## src/rtl/mulsq_pkg.sv

```systemverilog
package mulsq_pkg;
  // Indices into the bank of word-deep recirculation lines.
  localparam int LN_A  = 0;
  localparam int LN_H  = 1;
  localparam int LN_HP = 2;
  localparam int LN_C  = 3;
  localparam int LN_D  = 4;
  localparam int LN_Q  = 5;
  localparam int LN_R  = 6;
  localparam int N_LINES = 7;

  function automatic int cdiv(input int n, input int d);
    return (n + d - 1) / d;
  endfunction
endpackage

```

## src/rtl/mulsq_delay.sv

```systemverilog
module mulsq_delay #(
  parameter int DW    = 4,
  parameter int DEPTH = 2
) (
  input  logic          clk,
  input  logic          rst_n,
  input  logic          en,
  input  logic [DW-1:0] din,
  output logic [DW-1:0] dout
);
  logic [DW-1:0] st [DEPTH];

  always_ff @(posedge clk or negedge rst_n) begin
    if (!rst_n) begin
      for (int i = 0; i < DEPTH; i++) st[i] <= '0;
    end else if (en) begin
      st[0] <= din;
      for (int i = 1; i < DEPTH; i++) st[i] <= st[i-1];
    end
  end

  assign dout = st[DEPTH-1];
endmodule

```

## src/rtl/mulsq_ctrl.sv

```systemverilog
module mulsq_ctrl #(
  parameter int NW = 4,
  parameter int G  = 7,
  localparam int PW  = $clog2(G + 1),
  localparam int WCW = (NW > 1) ? $clog2(NW) : 1
) (
  input  logic           clk,
  input  logic           rst_n,
  input  logic           start,
  input  logic           in_valid,
  input  logic           out_hold,
  output logic           running,
  output logic           adv,
  output logic [PW-1:0]  pass,
  output logic [WCW-1:0] wc,
  output logic           in_load,
  output logic           in_post,
  output logic           first_word,
  output logic           last_word
);
  assign in_load    = (pass == '0);
  assign in_post    = (pass == PW'(G));
  assign first_word = (wc == WCW'(NW - 1));
  assign last_word  = (wc == '0);

  always_comb begin
    if (!running)     adv = 1'b0;
    else if (in_load) adv = in_valid;
    else if (in_post) adv = !out_hold;
    else              adv = 1'b1;
  end

  always_ff @(posedge clk or negedge rst_n) begin
    if (!rst_n) begin
      running <= 1'b0;
      pass    <= '0;
      wc      <= WCW'(NW - 1);
    end else if (!running) begin
      if (start) begin
        running <= 1'b1;
        pass    <= '0;
        wc      <= WCW'(NW - 1);
      end
    end else if (adv) begin
      if (last_word) begin
        wc <= WCW'(NW - 1);
        if (in_post) running <= 1'b0;
        else         pass    <= pass + 1'b1;
      end else begin
        wc <= wc - 1'b1;
      end
    end
  end
endmodule

```

## src/rtl/mulsq_main_row.sv

```systemverilog
module mulsq_main_row #(
  parameter int W = 4
) (
  input  logic         first,
  input  logic [W-1:0] a_in,
  input  logic [W-1:0] a_prev,
  input  logic [1:0]   lo2,
  input  logic [1:0]   top2,
  input  logic [W-1:0] h,
  input  logic [W-1:0] hp,
  input  logic [W-1:0] c_in,
  input  logic [W-1:0] d_in,
  input  logic [W-1:0] q_in,
  input  logic [W-1:0] r_in,
  input  logic [3:0]   coef,
  input  logic [3:0]   coef0,
  input  logic [W-1:0] a0w,
  output logic [W-1:0] x,
  output logic [W-1:0] c_o,
  output logic [W-1:0] d_o,
  output logic [W-1:0] q_o,
  output logic [W-1:0] r_o
);
  // coef / coef0 order: {a odd, a even, b odd, b even}
  for (genvar j = 0; j < W; j++) begin : g_pe
    logic sh;
    if (j >= 2) begin : g_in
      assign sh = a_prev[j-2];
    end else begin : g_edge
      assign sh = lo2[j];
    end
    assign x[j]   = first ? a_in[j] : (sh ^ (top2[0] & h[j]) ^ (top2[1] & hp[j]));
    assign c_o[j] = !first & (c_in[j] ^ (coef[0] & x[j]) ^ (coef0[0] & a0w[j]));
    assign d_o[j] = !first & (d_in[j] ^ (coef[1] & x[j]) ^ (coef0[1] & a0w[j]));
    assign q_o[j] = !first & (q_in[j] ^ (coef[2] & x[j]) ^ (coef0[2] & a0w[j]));
    assign r_o[j] = !first & (r_in[j] ^ (coef[3] & x[j]) ^ (coef0[3] & a0w[j]));
  end
endmodule

```

## src/rtl/mulsq_post_row.sv

```systemverilog
module mulsq_post_row #(
  parameter int W = 4
) (
  input  logic [W-1:0] c,
  input  logic [W-1:0] d,
  input  logic [W-1:0] q,
  input  logic [W-1:0] r,
  input  logic [W-1:0] h,
  input  logic         dtop,
  input  logic         rtop,
  input  logic         dlo,
  input  logic         rlo,
  output logic [W-1:0] p,
  output logic [W-1:0] s
);
  for (genvar j = 0; j < W; j++) begin : g_pe
    logic dsh, rsh;
    if (j >= 1) begin : g_in
      assign dsh = d[j-1];
      assign rsh = r[j-1];
    end else begin : g_edge
      assign dsh = dlo;
      assign rsh = rlo;
    end
    assign p[j] = c[j] ^ dsh ^ (dtop & h[j]);
    assign s[j] = q[j] ^ rsh ^ (rtop & h[j]);
  end
endmodule

```

## src/rtl/gf2_mulsq_core.sv

```systemverilog
module gf2_mulsq_core
  import mulsq_pkg::*;
#(
  parameter int K = 13,
  parameter int W = 4
) (
  input  logic         clk,
  input  logic         rst_n,
  input  logic         start,
  output logic         busy,
  input  logic         in_valid,
  output logic         in_ready,
  input  logic [W-1:0] in_a,
  input  logic [W-1:0] in_b,
  input  logic [W-1:0] in_h,
  input  logic [W-1:0] in_hp,
  output logic         out_valid,
  input  logic         out_ready,
  output logic [W-1:0] out_p,
  output logic [W-1:0] out_s,
  output logic         out_last
);
  localparam int NW  = cdiv(K, W);
  localparam int KP  = NW * W;
  localparam int PAD = KP - K;
  localparam int G   = (K + 1) / 2;
  localparam int PW  = $clog2(G + 1);
  localparam int WCW = (NW > 1) ? $clog2(NW) : 1;

  logic           running, adv, in_load, in_post, first_word, last_word;
  logic [PW-1:0]  pass;
  logic [WCW-1:0] wc;

  mulsq_ctrl #(.NW(NW), .G(G)) u_ctrl (
    .clk(clk), .rst_n(rst_n), .start(start), .in_valid(in_valid),
    .out_hold(out_valid && !out_ready), .running(running), .adv(adv),
    .pass(pass), .wc(wc), .in_load(in_load), .in_post(in_post),
    .first_word(first_word), .last_word(last_word)
  );

  assign busy     = running;
  assign in_ready = running && in_load;

  // Recirculation lines, one word per step, NW words deep.
  logic [N_LINES-1:0][W-1:0] ln_in, ln_out;
  for (genvar n = 0; n < N_LINES; n++) begin : g_line
    mulsq_delay #(.DW(W), .DEPTH(NW)) u_line (
      .clk(clk), .rst_n(rst_n), .en(adv), .din(ln_in[n]), .dout(ln_out[n])
    );
  end

  // Boundary-bit lines, NW-1 deep: two A bits, one D bit, one R bit.
  logic [1:0] lo_in, lo_out, dr_in, dr_out;
  if (NW > 1) begin : g_edge_lines
    mulsq_delay #(.DW(2), .DEPTH(NW - 1)) u_lo (
      .clk(clk), .rst_n(rst_n), .en(adv), .din(lo_in), .dout(lo_out));
    mulsq_delay #(.DW(2), .DEPTH(NW - 1)) u_dr (
      .clk(clk), .rst_n(rst_n), .en(adv), .din(dr_in), .dout(dr_out));
  end else begin : g_no_edge
    assign lo_out = 2'b00;
    assign dr_out = 2'b00;
  end

  // Operand bit registers, filled during the load pass.
  logic [KP-1:0] op_a, op_b;
  logic [3:0]    bcast_q;   // {r top, d top, a top two}
  always_ff @(posedge clk or negedge rst_n) begin
    if (!rst_n) begin
      op_a    <= '0;
      op_b    <= '0;
      bcast_q <= '0;
    end else if (adv) begin
      if (in_load) begin
        op_a <= KP'({op_a, in_a});
        op_b <= KP'({op_b, in_b});
      end
      if (first_word)
        bcast_q <= {ln_out[LN_R][W-1], ln_out[LN_D][W-1], ln_out[LN_A][W-1:W-2]};
    end
  end

  logic [K-1:0] a_bits, b_bits;
  assign a_bits = K'(op_a >> PAD);
  assign b_bits = K'(op_b >> PAD);

  function automatic logic pick(input logic [K-1:0] v, input int idx);
    logic r;
    r = 1'b0;
    for (int j = 0; j < K; j++) if (j == idx) r = v[j];
    return r;
  endfunction

  logic [3:0]   coef, coef0;
  logic [W-1:0] a0w;
  always_comb begin
    int i0;
    i0 = 2 * int'(pass);
    coef  = {pick(a_bits, i0 + 1), pick(a_bits, i0), pick(b_bits, i0 + 1), pick(b_bits, i0)};
    coef0 = (pass == PW'(1)) ? {a_bits[1], a_bits[0], b_bits[1], b_bits[0]} : 4'b0000;
    a0w   = '0;
    for (int n = 0; n < NW; n++) if (wc == WCW'(n)) a0w = op_a[n*W +: W];
  end

  logic [W-1:0] h_w, hp_w, x_w, c_w, d_w, q_w, r_w, p_w, s_w;
  logic [1:0]   top2, lo2;
  assign h_w  = in_load ? in_h  : ln_out[LN_H];
  assign hp_w = in_load ? in_hp : ln_out[LN_HP];
  assign top2 = first_word ? ln_out[LN_A][W-1:W-2] : bcast_q[1:0];
  assign lo2  = last_word ? 2'b00 : lo_out;

  mulsq_main_row #(.W(W)) u_main (
    .first(in_load), .a_in(in_a), .a_prev(ln_out[LN_A]), .lo2(lo2), .top2(top2),
    .h(h_w), .hp(hp_w), .c_in(ln_out[LN_C]), .d_in(ln_out[LN_D]),
    .q_in(ln_out[LN_Q]), .r_in(ln_out[LN_R]), .coef(coef), .coef0(coef0),
    .a0w(a0w), .x(x_w), .c_o(c_w), .d_o(d_w), .q_o(q_w), .r_o(r_w)
  );

  assign ln_in[LN_A]  = x_w;
  assign ln_in[LN_H]  = h_w;
  assign ln_in[LN_HP] = hp_w;
  assign ln_in[LN_C]  = c_w;
  assign ln_in[LN_D]  = d_w;
  assign ln_in[LN_Q]  = q_w;
  assign ln_in[LN_R]  = r_w;
  assign lo_in        = x_w[W-1:W-2];
  assign dr_in        = {r_w[W-1], d_w[W-1]};

  logic dtop, rtop;
  assign dtop = first_word ? ln_out[LN_D][W-1] : bcast_q[2];
  assign rtop = first_word ? ln_out[LN_R][W-1] : bcast_q[3];

  mulsq_post_row #(.W(W)) u_post (
    .c(ln_out[LN_C]), .d(ln_out[LN_D]), .q(ln_out[LN_Q]), .r(ln_out[LN_R]),
    .h(ln_out[LN_H]), .dtop(dtop), .rtop(rtop),
    .dlo(!last_word && dr_out[0]), .rlo(!last_word && dr_out[1]),
    .p(p_w), .s(s_w)
  );

  always_ff @(posedge clk or negedge rst_n) begin
    if (!rst_n) begin
      out_valid <= 1'b0;
      out_last  <= 1'b0;
      out_p     <= '0;
      out_s     <= '0;
    end else if (adv && in_post) begin
      out_valid <= 1'b1;
      out_last  <= last_word;
      out_p     <= p_w;
      out_s     <= s_w;
    end else if (out_ready) begin
      out_valid <= 1'b0;
    end
  end
endmodule

```

## config.mk

```make
export PLATFORM = sky130hd
export DESIGN_NAME = gf2_mulsq_core
export DESIGN_NICKNAME = d
export VERILOG_FILES = /design/src/rtl/mulsq_pkg.sv /design/src/rtl/mulsq_delay.sv /design/src/rtl/mulsq_ctrl.sv /design/src/rtl/mulsq_main_row.sv /design/src/rtl/mulsq_post_row.sv /design/src/rtl/gf2_mulsq_core.sv
export SDC_FILE = /design/constraint.sdc
export NUM_CORES = 1
export LEC_CHECK = 0
export ABC_CLOCK_PERIOD_IN_PS = 5700
export BUFFER_PORTS_ARGS = -buffer_cell sky130_fd_sc_hd__buf_4
export CAP_MARGIN = 20
export CORE_MARGIN = 4
export CORE_UTILIZATION = 50
export CTS_CLUSTER_DIAMETER = 30
export DETAILED_ROUTE_END_ITERATION = 6
export PLACE_DENSITY = 0.67
export SETUP_SLACK_MARGIN = 0.5
export SYNTH_ARGS = -nofsm -noshare
export SYNTH_HDL_FRONTEND = slang
export SYNTH_SLANG_ARGS = --single-unit
```

## constraint.sdc

```tcl
create_clock -name clk -period 5.7 [get_ports clk]
set_input_delay 0.855 -clock clk [delete_from_list [all_inputs] [get_ports clk]]
set_output_delay 0.855 -clock clk [all_outputs]
set_load 0.01 [all_outputs]
```

# After elaboration in Yosys (flattened, before gate mapping)

Cells that the tools add are included.

Register bits: 176
Bits of input ports: 21
Output and inout bits: 12
Word-level logic and storage cells: 286

Add/subtract/negate cells: 3
Equality and inequality tests: 26
Mux-type cells: 74
Bitwise logic cells: 120
Reductions and logical operators: 19

Operator list:

| operator              | count |
|---|---|
| $and A1 B1 Y1         | 64 |
| $logic_not A32 Y1     | 2 |
| $mux W1               | 56 |
| $xor A1 B1 Y1         | 56 |
| $mux W4               | 7 |
| $eq A4 B5 Y1 const A  | 5 |
| $eq A3 B5 Y1 const A  | 4 |
| $mux W3               | 5 |
| $eq A3 B3 Y1 const A  | 4 |
| $mux W2               | 6 |
| $eq A2 B5 Y1 const A  | 2 |
| $eq A2 B3 Y1 const A  | 2 |
| $ne A2 B2 Y1 const B  | 3 |
| $reduce_and A2 Y1     | 3 |
| $add A4 B1 Y5 const B | 1 |
| $eq A1 B5 Y1 const A  | 1 |
| $logic_and A1 B1 Y1   | 5 |
| $eq A2 B2 Y1 const B  | 2 |
| $logic_not A1 Y1      | 4 |
| $reduce_and A4 Y1     | 1 |
| $reduce_bool A2 Y1    | 2 |
| $add A3 B1 Y3 const B | 1 |
| $eq A3 B1 Y1 const B  | 1 |
| $eq A3 B3 Y1 const B  | 1 |
| other kinds (4)       | 4 |

# Logic depth before layout (Yosys ltp)

Gate-level depths: netlist of the first run.

Depth in word-level cells: 19
Mapped depth: 11
Mapped depth without buffers: 8

# By module

From an unflattened synthesis of the first run, not the netlist that was laid out.

Cells, all modules: 637
Area, all modules: 9121.2 um^2

Modules (own cells, without submodules):

| module                              | instances | cells an instance | area an instance (um^2) | seq. area each (um^2) |
|---|---|---|---|---|
| mulsq_delay (g_line[0].u_line ...)  | 7         | 38                | 679.4                   | 400.4 |
| gf2_mulsq_core                      | 1         | 167               | 2447.3                  | 1151.1 |
| mulsq_main_row                      | 1         | 102               | 759.5                   | 0.0 |
| mulsq_delay (g_edge_lines.u_dr ...) | 2         | 15                | 266.5                   | 150.1 |
| mulsq_ctrl                          | 1         | 48                | 455.4                   | 152.6 |
| mulsq_post_row                      | 1         | 24                | 170.2                   | 0.0 |

# Least setup slack after synthesis of the first run

OpenSTA, ideal clock, no wires.

Path kind: register to register
From: reg u_ctrl.wc[0]
To: reg g_line[5].u_line.st[12] (netlist bit)
Library setup time: 0.131 ns
Arrival time: 2.364 ns
Required time: 5.569 ns
Path slack: 3.205 ns
Cell stages (with the launch flop): 10
Path buffers: 1
Cell sequence: dfstp_2 -> inv_1 -> ha_1 -> clkbuf_1 -> nand2b_1 -> and3_1 -> or3_1 -> and3_1 -> and3_1 -> or3_1

Elaborated cells on any way between the ends: 20

RTL lines:

| what                       | RTL line              | source |
|---|---|---|
| start: declaration         | mulsq_ctrl.sv:15      | `output logic [WCW-1:0] wc,` |
| start signal: assignment   | mulsq_ctrl.sv:37      | `wc <= WCW'(NW - 1);` |
| start signal: assignment   | mulsq_ctrl.sv:42      | `wc <= WCW'(NW - 1);` |
| start signal: assignment   | mulsq_ctrl.sv:46      | `wc <= WCW'(NW - 1);` |
| $logic_not A2 Y1 *         | mulsq_ctrl.sv:24      | `assign last_word = (wc == '0);` |
| named net last_word        | gf2_mulsq_core.sv:30  | `logic running, adv, in_load, in_post, first_word, last_word;` |
| $mux W2                    | gf2_mulsq_core.sv:109 | `assign lo2 = last_word ? 2'b00 : lo_out;` |
| $xor A1 B1 Y1 (2 in a row) | mulsq_main_row.sv:32  | `assign x[j] = first ? a_in[j] : (sh ^ (top2[0] & h[j]) ^ (top2[1] & hp[j]));` |
| $mux W1                    | mulsq_main_row.sv:32  |  |
| $and A1 B1 Y1              | mulsq_main_row.sv:35  | `assign q_o[j] = !first & (q_in[j] ^ (coef[2] & x[j]) ^ (coef0[2] & a0w[j]));` |
| $xor A1 B1 Y1              | mulsq_main_row.sv:35  |  |
| $xor A1 B1 Y1 *            | mulsq_main_row.sv:35  |  |
| $and A1 B1 Y1 *            | mulsq_main_row.sv:35  |  |
| end: declaration           | mulsq_delay.sv:11     | `logic [DW-1:0] st [DEPTH];` |

Mark *: on every way through the listed nets, which the timed path passes. The rest lies on a longest branch.
A chain may end at the register's enable or synchronous reset.

# Worst setup path after layout of the first run

From: reg u_ctrl.pass[0]
To: reg u_ctrl.wc[0]

Word-level cells in the longest chain between the ends: 6
Elaborated cells on any way between the ends: 7

RTL lines:

| what                                 | RTL line         | source |
|---|---|---|
| start: declaration                   | mulsq_ctrl.sv:14 | `output logic [PW-1:0] pass,` |
| start signal: assignment             | mulsq_ctrl.sv:48 | `else pass <= pass + 1'b1;` |
| $eq A3 B3 Y1                         | mulsq_ctrl.sv:22 | `assign in_post = (pass == PW'(G));` |
| $mux W1                              | mulsq_ctrl.sv:29 | `else if (in_post) adv = !out_hold;` |
| $mux W1 *                            | mulsq_ctrl.sv:28 | `else if (in_load) adv = in_valid;` |
| $mux W1 *                            | mulsq_ctrl.sv:27 | `if (!running) adv = 1'b0;` |
| $ne A2 B2 Y1 (no source line) *      | n/a              |  |
| $reduce_and A2 Y1 (no source line) * | n/a              |  |

Every way passes the cells marked *; elsewhere a longest branch is shown, timed or not.

==> results.yml, run 1 <==
synth:
  syn_area_mm2: 0.007700
  yosysMostFrequentCell: "nand2_1"
  yosysSeqAreaShare: 0.5333
  yosys.area_share.simple: 0.2454
  synthTopCellsByCount: "nand2_1, dfrtp_1, clkbuf_1, mux2_2, xnor2_1"
  synth_top_family_by_area: "simple AND/OR/NAND/NOR gates"
  yosys.area.top_type: "dfrtp_1"
  synth_edf_count: 0
  ys_types: 50
  yosysWarnings: 0
  syn_avg_cell_area_um2: 9.199
  synth_ff_type: "dfrtp_1"
  synth_xor_area_frac: 0.04680
  synthAdderAreaFrac: 0.01625
  syn_nets: 868
  synth-compound-area-share: 0.07410
  synth_top_area_share: 0.5265
  synth.area.top_cells: "dfrtp_1, nand2_1, mux2_2"
  synthCells: 837
  muxShareOfSynthArea: 0.05590
  synthArstFlopShare: 1.000
  ys_ff_latch: 164
routing:
  wire_per_inst_um: 16.31
  wirelength_um: 17160
  vias_per_cell: 5.481
  via_count: 5766
  first_iter_violations: 428
  final_antenna_net_count: 0
  drc: 0
  dr.pass1.iters: 5
setup_path:
  crit_required_ps: 6050
  critical_path_class: "reg2reg"
  arrival_ps: 3880
  endpoint_kind: "register"
  crit_fanout: 54
  start_kind: "register"
global_routing:
  grt_usage: 0.2087
  grt_max_degree: 112
  grt_pass1_wl_um: 29240
  antenna_found_initial: 0
  grt_overflow: 0
  grt_pass1_vias: 5836
placed_design:
  placed_area_mm2: 0.008073
  dpl.cell_count: 1020
  io_buffers: 32
  gp_congestion: 0.9227
  hpwlAfterDp_um: 11760
  post-place-ws_ps: 2202
sta:
  fin_crit_sh: 0.6180
  setup-violations-final: 0
  hold_viol: 0
  slew_headroom: 0.3228
  setup_tns_ps: 0
  fin_crit_ps: 3523
  fin_skew_ps: 9.854
  grt_setup_unrepaired: "no"
  timing.final.ws_setup_ps: 2177
  finalMaxSlewViolations: 0
  tightest_slew_ps: 1005
  whs_ps: 465.9
  clock.fmax_mhz: 283.9
clock_tree:
  path_clk_slew_ps: 70
  cts_buffers: 17
  h-tree-depth: 4
  post_cts_buffers: 0
  root_buffer: "clkbuf_16"
  clk_path_buf_depth: 2
  cts_resized: 0
  clock_sink_count: 164
  clk_latency_ps: 430
  hold_buffers: 0
  cts_tree: "done"
layout:
  synthToLayoutAreaGrowth_pct: 12.84
  insertedDiodeCount: 0
  postLayoutCellArea_mm2: 0.008688
  fin_util: 0.5736
  final_nets: 882
  drive_gt1_frac: 0.1389
  nFillCells: 1315
  instances_no_fill: 1052
flow_run:
  maxCapViolations: 0
pwr:
  static-leakage-power_nw: 4.224
  power.density_mw_per_mm2: 658.3
  total_power_mw: 5.719
  ir_worst_vdd_mv: 0.3462
floorplan:
  core-area_mm2: 0.01515
  die_w_um: 132.1
  rows: 45
  start_util: 0.5084
  die_height_um: 132.1
  ios: 33
  die-area_mm2: 0.01745
outcome:
  status: "complete, no violations"
worst_hold_path:
  holdCritPathClass: "reg2reg"
-- final timing paths --
check,from,end,slack [ps],cells past startpoint
hold / removal,g_line[2].u_line.st[7],g_line[2].u_line.st[7],470,2
max in group asynchronous,rst_n,g_line[4].u_line.st[12],3940,2
hold reg to reg,g_line[2].u_line.st[7],g_line[2].u_line.st[7],470,2
setup reg to reg,u_ctrl.pass[0],u_ctrl.wc[0],2180,10
min in group asynchronous,rst_n,op_b[1],550,1
setup / recovery,u_ctrl.pass[0],u_ctrl.wc[0],2180,10
-- flip-flops by register name (all words and copies together), names as in the netlist, 3 cells and up --
signal / cells
g_line.u_line.st: 78
op_b: 16
op_a: 16
g_line.u_line.dout: 28
out_p: 4
out_s: 4
bcast_q: 4
u_ctrl.pass: 3
-- power by group --
group          switching [mW]  internal, mW  total, mW
registers               0.390          1.70       2.09
logic                    1.48         0.956       2.43
clock network           0.492         0.706       1.20
total                    2.36          3.36       5.72
-- cells in the final DEF (no fill, tap or decap), types with 14 or more instances in the layout --
| cell | n |
|---|---|
| nor2_1 | 24 |
| buf_4 | 37 |
| clkbuf_16 | 17 |
| xnor2_1 | 31 |
| nand3_1 | 18 |
| dfrtp_1 | 162 |
| nand2_1 | 321 |
| mux2_2 | 36 |
| inv_1 | 14 |
| o21ai_0 | 28 |
-- logic make-up (layout without fill, tap and decap cells) --
group                      count (synthesis)  in the layout
DFF                                      164            164
xor gates and xnor gates                  38             38
buffers and inverters                     57             84
adders and majority gates                 10             10
and+or+nand+nor                          441            441
AOI/OAI and AO/OA                         89             89
muxes                                     38             38
-- critical path: stages, from the launching register on --
cell	delay (ps)
dfrtp_1	380
inv_1	90
ha_1	340
nor2b_1	190
buf_4	220
nand3_2	90
buf_4	450
and2_2	750
buf_4	580
nor2_1	90
a21oi_1	200
-- per-layer routing --
| metal | track usage | vias to the layer above | routed length, um |
|---|---|---|---|
| met3 | 0.05229 | 33 | 808 |
| met1 | 0.2738 | 2810 | 7727 |
| li1 | - | 2787 | - |
| met4 | 0.08051 | 0 | 399 |
| met5 | 0 | - | 0 |
| met2 | 0.3355 | 136 | 8225 |
-- final cells by class --
cell class	count	area (um2)	share of cell area
Clock buffer	18	439.2	0.05055
Multi-Input combinational cell	616	3390	0.3901
Tap cell	188	235.2	0.02707
Timing Repair Buffer	38	289.0	0.03327
Clock inverter	14	176.4	0.02031
Inverter	14	52.55	0.006048
Sequential cell	164	4106	0.4726
Power figures use the tool's default switching activity.
==> inputs of run 2 (changes only) <==
--- a/config.mk
+++ b/config.mk
@@ -5,14 +5,14 @@
 export SDC_FILE = /design/constraint.sdc
 export NUM_CORES = 1
 export LEC_CHECK = 0
-export ABC_CLOCK_PERIOD_IN_PS = 5700
+export ABC_CLOCK_PERIOD_IN_PS = 3160
 export BUFFER_PORTS_ARGS = -buffer_cell sky130_fd_sc_hd__buf_4
 export CAP_MARGIN = 20
 export CORE_MARGIN = 4
 export CORE_UTILIZATION = 50
 export CTS_CLUSTER_DIAMETER = 30
 export DETAILED_ROUTE_END_ITERATION = 6
-export PLACE_DENSITY = 0.67
+export PLACE_DENSITY = 0.69
 export SETUP_SLACK_MARGIN = 0.5
 export SYNTH_ARGS = -nofsm -noshare
 export SYNTH_HDL_FRONTEND = slang
==> constraint.sdc (replaced) <==
create_clock -name clk -period 3.16 [get_ports clk]
set_input_delay 0.474 -clock clk [delete_from_list [all_inputs] [get_ports clk]]
set_output_delay 0.474 -clock clk [all_outputs]
set_load 0.01 [all_outputs]
==> results.yml, run 2 (synthesis results as in run 1) <==
outcome:
  status: "complete, no violations"
routing:
  met1_length_um: 8108
  highest_layer: "met4"
  via_count: 5675
  wirelength_um: 17360
  first_iter_violations: 395
  drc: 0
  dr.pass1.iters: 5
  vias_per_cell: 5.354
  wl_met2_um: 8125
  wire_per_inst_um: 16.38
  wl_met3_um: 852
  final_antenna_net_count: 0
clock_tree:
  hold_buffers: 0
  post_cts_buffers: 0
  clk_latency_ps: 420
  path_clk_slew_ps: 60
  clk_path_buf_depth: 2
  root_buffer: "clkbuf_16"
  cts_tree: "done"
  h-tree-depth: 4
  cts_buffers: 17
  clock_sink_count: 164
layout:
  synthToLayoutAreaGrowth_pct: 14.45
  final_cell_mix: "nand2_1, dfrtp_1, buf_4"
  nFillCells: 1302
  largest_reg_flops: 78
  top_register: "g_line.u_line.st"
  insertedDiodeCount: 0
  drive_gt1_frac: 0.1502
  instances_no_fill: 1060
  final_nets: 892
  final_common_cell: "nand2_1"
floorplan:
  core-area_mm2: 0.01515
  die_w_um: 132.1
  ios: 33
  die-area_mm2: 0.01745
  start_util: 0.5084
  rows: 45
  die_height_um: 132.1
setup_path:
  crit_required_ps: 3450
  start_kind: "register"
  critical_path_class: "reg2reg"
  critPathMaxStageDelay_ps: 570
  r2r_slack_ps: 510
  slowest_stage: "dfstp_2"
  endpoint_kind: "register"
  arrival_ps: 2940
  crit_top_cell: "and3_1"
  cp.buffers_inverters: 0
  crit_fanout: 6
  crit_chain: "ha_2 -> mux2_4 -> and3_1 -> or3_1 -> and3_1 -> and3_1 -> or3_1"
  cp.depth: 7
  critical-path-top-delay-family: "simple AND/OR/NAND/NOR gates"
  reg2regPathDepth: 7
pwr:
  power.density_mw_per_mm2: 1199
  static-leakage-power_nw: 4.280
  ir_worst_vdd_mv: 0.6374
  total_power_mw: 10.57
global_routing:
  grt_max_degree: 72
  grt_pass1_vias: 5409
  grt_usage: 0.2074
  grt_overflow: 0
  antenna_found_initial: 0
  grt_pass1_wl_um: 28790
sta:
  whs_ps: 6.861
  clock.fmax_mhz: 378.0
  setup-violations-final: 0
  fin_crit_ps: 2645
  tightest_slew_ps: 730.3
  setup_tns_ps: 0
  hold_viol: 0
  fin_crit_sh: 0.8372
  fin_skew_ps: 9.526
  grt_setup_unrepaired: "yes"
  finalMaxSlewViolations: 0
  slew_headroom: 0.5131
placed_design:
  hpwlAfterDp_um: 11870
  dpl.cell_count: 1030
  gp_congestion: 0.9576
  io_buffers: 32
worst_hold_path:
  holdCritPathClass: "in2async"
flow_run:
  maxCapViolations: 0
run 2: cell count changes in the layout (fill, tap and decap cells not counted), moves of 2 or more:
cell / previous run / this run
clkinvlp_4: 4 / 2
bufinv_16: 3 / 5
ha_2: 0 / 4
buf_6: 1 / 3
clkbuf_1: 0 / 3
inv_6: 3 / 0
buf_4: 37 / 44
ha_1: 10 / 6
run 2: power breakdown:
part           switching (mW)  internal, mW  total (mW)
Clock                   0.805          1.41        2.22
Combinational            2.70          1.84        4.54
Sequential              0.744          3.07        3.81
run 2: worst paths after layout:
kind	startpoint	endpoint
worst max-delay path	u_ctrl.wc[0]	g_line[5].u_line.st[12]
worst min-delay path	rst_n	g_line[1].u_line.st[11]
worst max register to register	u_ctrl.wc[0]	g_line[5].u_line.st[12]
worst min register to register	g_line[5].u_line.st[7]	g_line[5].u_line.st[7]
max in group asynchronous	rst_n	u_ctrl.pass[2]
min in group clk	out_ready	out_valid
run 2: routing by layer:
metal	vias to the layer above	global-route usage
met1	2733	0.2903
met3	22	0.04809
met4	0	0.05718
met5	-	0
li1	2801	-
met2	119	0.3270
run 2: worst reg2reg max path: stages (launching register included):
cell and delay, ps:
dfstp_2 570, ha_2 250, mux2_4 350, and3_1 190, or3_1 400, and3_1 240, and3_1 170, or3_1 360
run 2: cell type report:
class | instances | area [um2] | share of cell area
Tap cell | 188 | 235.2 | 0.02669
Sequential cell | 164 | 4108 | 0.4661
Clock buffer | 21 | 450.4 | 0.05111
Inverter | 14 | 52.55 | 0.005963
Timing Repair Buffer | 48 | 384.1 | 0.04359
Clock inverter | 9 | 178.9 | 0.02030
Multi-Input combinational cell | 616 | 3403 | 0.3862
run 2: timing repair:
action,4_1_cts,5_1_grt
pin swaps,0,0
gates resized for setup,2,7
setup endpoints to repair,2,27
endpoints found under the hold margin,0,0
run 2: through the flow:
| step | instance area, um2 | setup slack (ps) | utilization |
|---|---|---|---|
| global placement | 8160 | 530.8 | 0.5388 |
| finish | 8812 | 514.5 | 0.5818 |
| floorplan | 7700 | 665.0 | - |
| global route | 8812 | 387.4 | 0.5818 |
| CTS | 8795 | 529.3 | 0.5807 |
| detailed placement | 8160 | 502.6 | 0.5388 |
